===== src/rtl/flash_poll_pkg.sv =====
package flash_poll_pkg;

    localparam int POLL_BIT   = 7;
    localparam int TOGGLE_BIT = 6;

    typedef enum logic [1:0] {
        MODE_RDY    = 2'b00,
        MODE_DATA   = 2'b01,
        MODE_TOGGLE = 2'b10,
        MODE_RSVD   = 2'b11
    } wait_mode_e;

    typedef enum logic [3:0] {
        ST_RECOVER,
        ST_RST_BUSY,
        ST_IDLE,
        ST_CMD,
        ST_HW_WAIT,
        ST_POLL,
        ST_CONF1,
        ST_CONF2,
        ST_OK,
        ST_FAIL
    } fpc_state_e;

endpackage


===== src/rtl/fpc_status_judge.sv =====
module fpc_status_judge
    import flash_poll_pkg::*;
#(
    parameter int DW = 8
) (
    input  logic          toggle_mode,
    input  logic          have_prev,
    input  logic          prev_bit,
    input  logic [DW-1:0] rdata,
    input  logic [DW-1:0] exp_word,
    output logic          complete,
    output logic          exact
);
    // exp_word is all ones for erase, so one bit-7 compare covers both cases
    always_comb begin
        if (toggle_mode) begin
            complete = have_prev && (rdata[TOGGLE_BIT] == prev_bit);
        end else begin
            complete = (rdata[POLL_BIT] == exp_word[POLL_BIT]);
        end
        exact = (rdata == exp_word);
    end
endmodule


===== src/rtl/fpc_poll_counter.sv =====
module fpc_poll_counter #(
    parameter int CW = 8
) (
    input  logic          clk,
    input  logic          rst_n,
    input  logic          clr,
    input  logic          inc,
    input  logic [CW-1:0] limit,
    output logic          hit
);
    logic [CW-1:0] cnt_q;

    // hit: the observation counted now reaches the limit
    assign hit = ({1'b0, cnt_q} + {{CW{1'b0}}, 1'b1}) >= {1'b0, limit};

    always_ff @(posedge clk) begin
        if (!rst_n || clr) begin
            cnt_q <= '0;
        end else if (inc && !hit) begin
            cnt_q <= cnt_q + 1'b1;
        end
    end
endmodule


===== src/rtl/flash_poll_ctrl.sv =====
module flash_poll_ctrl
    import flash_poll_pkg::*;
#(
    parameter int          AW           = 16,
    parameter int          DW           = 8,
    parameter int          CW           = 16,
    parameter int          RECOVERY_CYC = 8,
    parameter logic [DW-1:0] ERASE_CMD  = 8'h30
) (
    input  logic          clk,
    input  logic          rst_n,
    input  logic          req_valid,
    output logic          req_ready,
    input  logic          req_erase,
    input  logic [1:0]    req_mode,
    input  logic [AW-1:0] req_addr,
    input  logic [DW-1:0] req_data,
    input  logic [CW-1:0] poll_limit,
    input  logic          flash_ready,
    output logic          bus_wr,
    output logic          bus_rd,
    output logic [AW-1:0] bus_addr,
    output logic [DW-1:0] bus_wdata,
    input  logic [DW-1:0] bus_rdata,
    output logic          done,
    output logic          error
);
    localparam logic [CW-1:0] REC_LIMIT = CW'(RECOVERY_CYC);

    fpc_state_e    st_q, st_d;
    wait_mode_e    mode_q;
    logic          erase_q;
    logic [AW-1:0] addr_q;
    logic [DW-1:0] exp_q;
    logic [CW-1:0] lim_q;
    logic          have_prev_q, prev6_q, conf_ok_q;

    logic          cnt_clr, cnt_inc, lim_rec, cnt_hit;
    logic          complete, exact;

    fpc_status_judge #(.DW(DW)) u_judge (
        .toggle_mode (mode_q == MODE_TOGGLE),
        .have_prev   (have_prev_q),
        .prev_bit    (prev6_q),
        .rdata       (bus_rdata),
        .exp_word    (exp_q),
        .complete    (complete),
        .exact       (exact)
    );

    fpc_poll_counter #(.CW(CW)) u_cnt (
        .clk   (clk),
        .rst_n (rst_n),
        .clr   (cnt_clr),
        .inc   (cnt_inc),
        .limit (lim_rec ? REC_LIMIT : lim_q),
        .hit   (cnt_hit)
    );

    // next state and counter control
    always_comb begin
        st_d    = st_q;
        cnt_clr = 1'b0;
        cnt_inc = 1'b0;
        lim_rec = 1'b0;
        unique case (st_q)
            ST_RECOVER: begin
                lim_rec = 1'b1;
                if (!flash_ready) begin
                    st_d = ST_RST_BUSY;
                end else begin
                    cnt_inc = 1'b1;
                    if (cnt_hit) st_d = ST_IDLE;
                end
            end
            ST_RST_BUSY: if (flash_ready) st_d = ST_IDLE;
            ST_IDLE: begin
                cnt_clr = 1'b1;
                if (req_valid) begin
                    st_d = (wait_mode_e'(req_mode) == MODE_RSVD) ? ST_FAIL : ST_CMD;
                end
            end
            ST_CMD: st_d = (mode_q == MODE_RDY) ? ST_HW_WAIT : ST_POLL;
            ST_HW_WAIT: begin
                if (flash_ready) begin
                    st_d = ST_OK;
                end else begin
                    cnt_inc = 1'b1;
                    if (cnt_hit) st_d = ST_FAIL;
                end
            end
            ST_POLL: begin
                if (complete) begin
                    st_d = exact ? ST_OK : ST_CONF1;
                end else if (mode_q == MODE_TOGGLE && !have_prev_q) begin
                    st_d = ST_POLL;
                end else begin
                    cnt_inc = 1'b1;
                    if (cnt_hit) st_d = ST_FAIL;
                end
            end
            ST_CONF1: st_d = ST_CONF2;
            ST_CONF2: st_d = (conf_ok_q && exact) ? ST_OK : ST_FAIL;
            ST_OK:    st_d = ST_IDLE;
            ST_FAIL:  st_d = ST_IDLE;
            default:  st_d = ST_IDLE;
        endcase
    end

    // state register and request capture
    always_ff @(posedge clk) begin
        if (!rst_n) begin
            st_q        <= ST_RECOVER;
            mode_q      <= MODE_RDY;
            erase_q     <= 1'b0;
            addr_q      <= '0;
            exp_q       <= '0;
            lim_q       <= '0;
            have_prev_q <= 1'b0;
            prev6_q     <= 1'b0;
            conf_ok_q   <= 1'b0;
        end else begin
            st_q <= st_d;
            if (st_q == ST_IDLE && req_valid) begin
                mode_q      <= wait_mode_e'(req_mode);
                erase_q     <= req_erase;
                addr_q      <= req_addr;
                exp_q       <= req_erase ? '1 : req_data;
                lim_q       <= poll_limit;
                have_prev_q <= 1'b0;
            end
            if (st_q == ST_POLL) begin
                have_prev_q <= 1'b1;
                prev6_q     <= bus_rdata[TOGGLE_BIT];
            end
            if (st_q == ST_CONF1) conf_ok_q <= exact;
        end
    end

    // outputs
    always_comb begin
        req_ready = (st_q == ST_IDLE);
        bus_wr    = (st_q == ST_CMD);
        bus_rd    = (st_q == ST_POLL) || (st_q == ST_CONF1) || (st_q == ST_CONF2);
        bus_addr  = addr_q;
        bus_wdata = erase_q ? ERASE_CMD : exp_q;
        done      = (st_q == ST_OK);
        error     = (st_q == ST_FAIL);
    end
endmodule


===== config.mk =====
export PLATFORM = sky130hd
export DESIGN_NAME = flash_poll_ctrl
export DESIGN_NICKNAME = d
export VERILOG_FILES = /design/src/rtl/flash_poll_pkg.sv /design/src/rtl/fpc_status_judge.sv /design/src/rtl/fpc_poll_counter.sv /design/src/rtl/flash_poll_ctrl.sv
export SDC_FILE = /design/constraint.sdc
export NUM_CORES = 1
export LEC_CHECK = 0
export BUFFER_PORTS_ARGS = -buffer_cell sky130_fd_sc_hd__buf_2
export CORE_MARGIN = 2
export CORE_UTILIZATION = 59
export CTS_CLUSTER_DIAMETER = 100
export CTS_CLUSTER_SIZE = 20
export DETAILED_ROUTE_END_ITERATION = 7
export MAX_ROUTING_LAYER = met4
export PLACE_DENSITY = 0.91
export SLEW_MARGIN = 20
export SYNTH_ARGS = -nofsm -noshare
export SYNTH_HDL_FRONTEND = slang
export SYNTH_SLANG_ARGS = --single-unit
export TNS_END_PERCENT = 1

===== constraint.sdc =====
create_clock -name clk -period 7.05 [get_ports clk]
set_input_delay 2.115 -clock clk [delete_from_list [all_inputs] [get_ports clk]]
set_output_delay 2.115 -clock clk [all_outputs]
set_load 0.03 [all_outputs]

==> flow_metrics.env <==
export IMPL_grt_usage_pct=27.8
export IMPL_synth_fp_nets=549
export IMPL_ys_flop_type="dfxtp_1"
export IMPL_register_area_mm2=0.00132
export IMPL_top_usage_layer="met2"
export IMPL_endpoint_kind="flop"
export IMPL_wire_per_inst_um=15.1
export IMPL_die_h_um=84.0
export IMPL_post_cts_buffers=0
export IMPL_clk_latency_ns=0.35
export IMPL_dr_pass1_iters=7
export IMPL_min_path_type="reg -> reg"
export IMPL_numCtsBuffers=9
export IMPL_die_area_mm2=0.00706
export IMPL_outcome="completed"
export IMPL_place_congestion=0.955
export IMPL_path_buf_inv=0
export IMPL_grt_use_met1_pct=34.1
export IMPL_mostFrequentLayoutCells="109 x nand2_1, 83 x buf_2, 66 x dfxtp_1"
export IMPL_hold_violations=0
export IMPL_tightest_slew_ns=1.10
export IMPL_grt_max_degree=51
export IMPL_area_growth_pct=16.4
export IMPL_use_met2_pct=45.4
export IMPL_cp_required_ns=7.32
export IMPL_grt_antenna_before_repair=0
export IMPL_wirelength_mm=9.42
export IMPL_synth_cells=477
export IMPL_cts_tree="yes"
export IMPL_clock_sinks=66
export IMPL_io_buffers=83
export IMPL_crit_type="reg -> reg"
export IMPL_path_clk_slew_ns=0.08
export IMPL_critPathMaxStageDelay_ns=0.89
export IMPL_setup_tns_final_ns=0
export IMPL_cts_root_buf="clkbuf_8"
export IMPL_rsz0062_at_grt="false"
export IMPL_synth_seq_cells=66
export IMPL_cts_resized=0
export IMPL_drv_cap=0
export IMPL_grt_overflow_total=0
export IMPL_io_pins=84
export IMPL_path_depth=11
export IMPL_num_vias=3756
export IMPL_cellLeakagePower_uw=0.00175
export IMPL_postSynthAreaPerCell_um2=7.92
export IMPL_reg2reg_depth=11
export IMPL_grt_pass1_vias=3558
export IMPL_htree_levels=3
export IMPL_grt_pass1_wl_mm=15.8
export IMPL_core_area_mm2=0.00628
export IMPL_fillers=462
export IMPL_worstSetupStartpointType="flop"
export IMPL_cp_arrival_ns=4.69
export IMPL_finalCritPeriodShare_pct=62.7
export IMPL_die_width_um=84.0
export IMPL_p_per_area_mw_per_mm2=297
export IMPL_initial_core_util_pct=60.2
export IMPL_slew_limit_headroom_pct=26.4
export IMPL_grtUsageMet3_pct=5.93
export IMPL_nets=615
export IMPL_ant_nets=0
export IMPL_syn_area_mm2=0.00378
export IMPL_final_common_cell="nand2_1"
export IMPL_cp_common_cell="ha_1"
export IMPL_post_dp_hpwl_mm=6.49
export IMPL_layout_drive_gt1_share_pct=21.0
export IMPL_diodes=0
export IMPL_setup_ws_ns=2.63
export IMPL_first_iter_violations=229
export IMPL_cp_max_fo=29
export IMPL_fin_skew_ns=0.00986
export IMPL_drc=0
export IMPL_clock_fmax_mhz=226
export IMPL_cts_max_path_buffers=2
export IMPL_timing_critical_path_cells="ha_1 > nand3_1 > nor3_2 > nand2_1 > xnor2_1 > ha_1 > a21o_1 > a221oi_2 > nand4_1 > or4_1 > a21oi_1"
export IMPL_vias_per_cell=6.01
export IMPL_ys_warn_count=0
export IMPL_row_count=29
export IMPL_slowest_stage="nand4_1"
export IMPL_multi_input_area_mm2=0.00231
export IMPL_ir_worst_vdd_mv=0.210
export IMPL_setup_viol=0
export IMPL_synth_seq_area_share_pct=35.0
export IMPL_async_reset_ff_share_pct=0
export IMPL_fin_crit_ns=4.42
export IMPL_slew_violations=0
export IMPL_hold_depth=2
export IMPL_synth_distinct_cells=55
export IMPL_crit_family="simple AND/OR/NAND/NOR gates"
export IMPL_cts_hold_buf=0
export IMPL_post_place_ws_ns=2.85
export IMPL_synth_edf_count=0
==> report_power, final <==
part / switching [uW] / internal, uW
sequential: 42.9 / 412
clock: 160 / 209
combinational: 337 / 144
total: 539 / 765
==> final cells by class <==
class / instances / share of cell area (%)
clock buffer: 10 / 3.13
inverter: 3 / 0.256
multi-input combinational: 378 / 52.6
sequential: 66 / 30.1
tap: 77 / 2.19
clock inverter: 6 / 2.02
timing repair buffer: 85 / 9.79
==> sequential cells by signal, indices dropped and copies added (netlist names), 2 cells and up <==
| signal | count |
|---|---|
| exp_q | 8 |
| mode_q | 2 |
| u_cnt.cnt_q | 16 |
| bus_addr | 16 |
| st_q | 4 |
| lim_q | 16 |
==> synthesized netlist by cell type (2+ instances only) <==
cell type / number / share of area, %
nand4_1: 8 / 1.3
and2_1: 3 / 0.50
xnor2_1: 18 / 4.2
or3_1: 3 / 0.50
clkbuf_1: 18 / 1.8
nor3b_1: 8 / 1.6
inv_1: 3 / 0.30
nor2b_1: 12 / 2.0
buf_2: 10 / 1.3
a31oi_1: 3 / 0.50
nand2b_1: 9 / 1.5
and4_1: 5 / 1.2
a21oi_1: 23 / 3.0
o41ai_1: 3 / 0.70
o211ai_1: 2 / 0.40
a31o_2: 4 / 0.93
a21boi_0: 37 / 7.4
ha_1: 17 / 5.6
nand3_1: 9 / 1.2
o311ai_0: 2 / 0.46
dfxtp_1: 66 / 35
xor2_1: 7 / 1.6
nand2_1: 109 / 11
nor3_1: 15 / 2.0
o21ai_0: 13 / 1.7
or2_2: 4 / 0.66
o31ai_1: 9 / 1.8
or4_1: 9 / 1.8
nor2_1: 22 / 2.2
==> worst register-to-register path: cells and delay by family, from the launching register on <==
| family | cells | cell delay, ns |
|---|---|---|
| DFF | 1 | 0.43 |
| AOI/OAI and AO/OA | 3 | 0.62 |
| and+or+nand+nor | 5 | 2.53 |
| xor gates and xnor gates | 1 | 0.16 |
| adders and majority gates | 2 | 0.60 |
==> cells by family after synthesis <==
logic type | Yosys count | share of synthesized area, %
AO/OA/AOI/OAI | 110 | 20.1
XOR/XNOR | 25 | 5.80
adder cells (fa/ha/maj) | 17 | 5.63
buffers and inverters | 33 | 3.84
flip-flops | 66 | 35.0
AND/OR/NAND/NOR | 226 | 29.6
==> metrics by stage <==
step	utilization (%)	hold WS, ns	total power (uW)	cell area (um2)	instances
5_1_grt	70.0	0.490	1370	4400	625
2_1_floorplan	-	0.439	833	3780	477
3_3_place_gp	66.4	0.448	910	4170	609
6_report	70.0	0.465	1300	4400	625
3_5_place_dp	66.4	0.457	931	4170	609
4_1_cts	70.0	0.468	1290	4400	625
==> worst paths after layout <==
| path | startpoint | end | slack, ns |
|---|---|---|---|
| worst max register to register | u_cnt.cnt_q[0] | u_cnt.cnt_q[6] | 2.63 |
| worst min register to register | bus_addr[11] | bus_addr[11] | 0.46 |
| worst min-delay path | bus_addr[11] | bus_addr[11] | 0.46 |
| worst max-delay path | u_cnt.cnt_q[0] | u_cnt.cnt_q[6] | 2.63 |
==> per-layer routing <==
metal  vias to the layer above  share of wire [%]
met5                         -                  0
met4                         0                2.5
met3                        31                6.5
met2                       169                 47
met1                      1744                 44
li1                       1812                  -
Note: power is estimated with default switching activity, not from simulation.
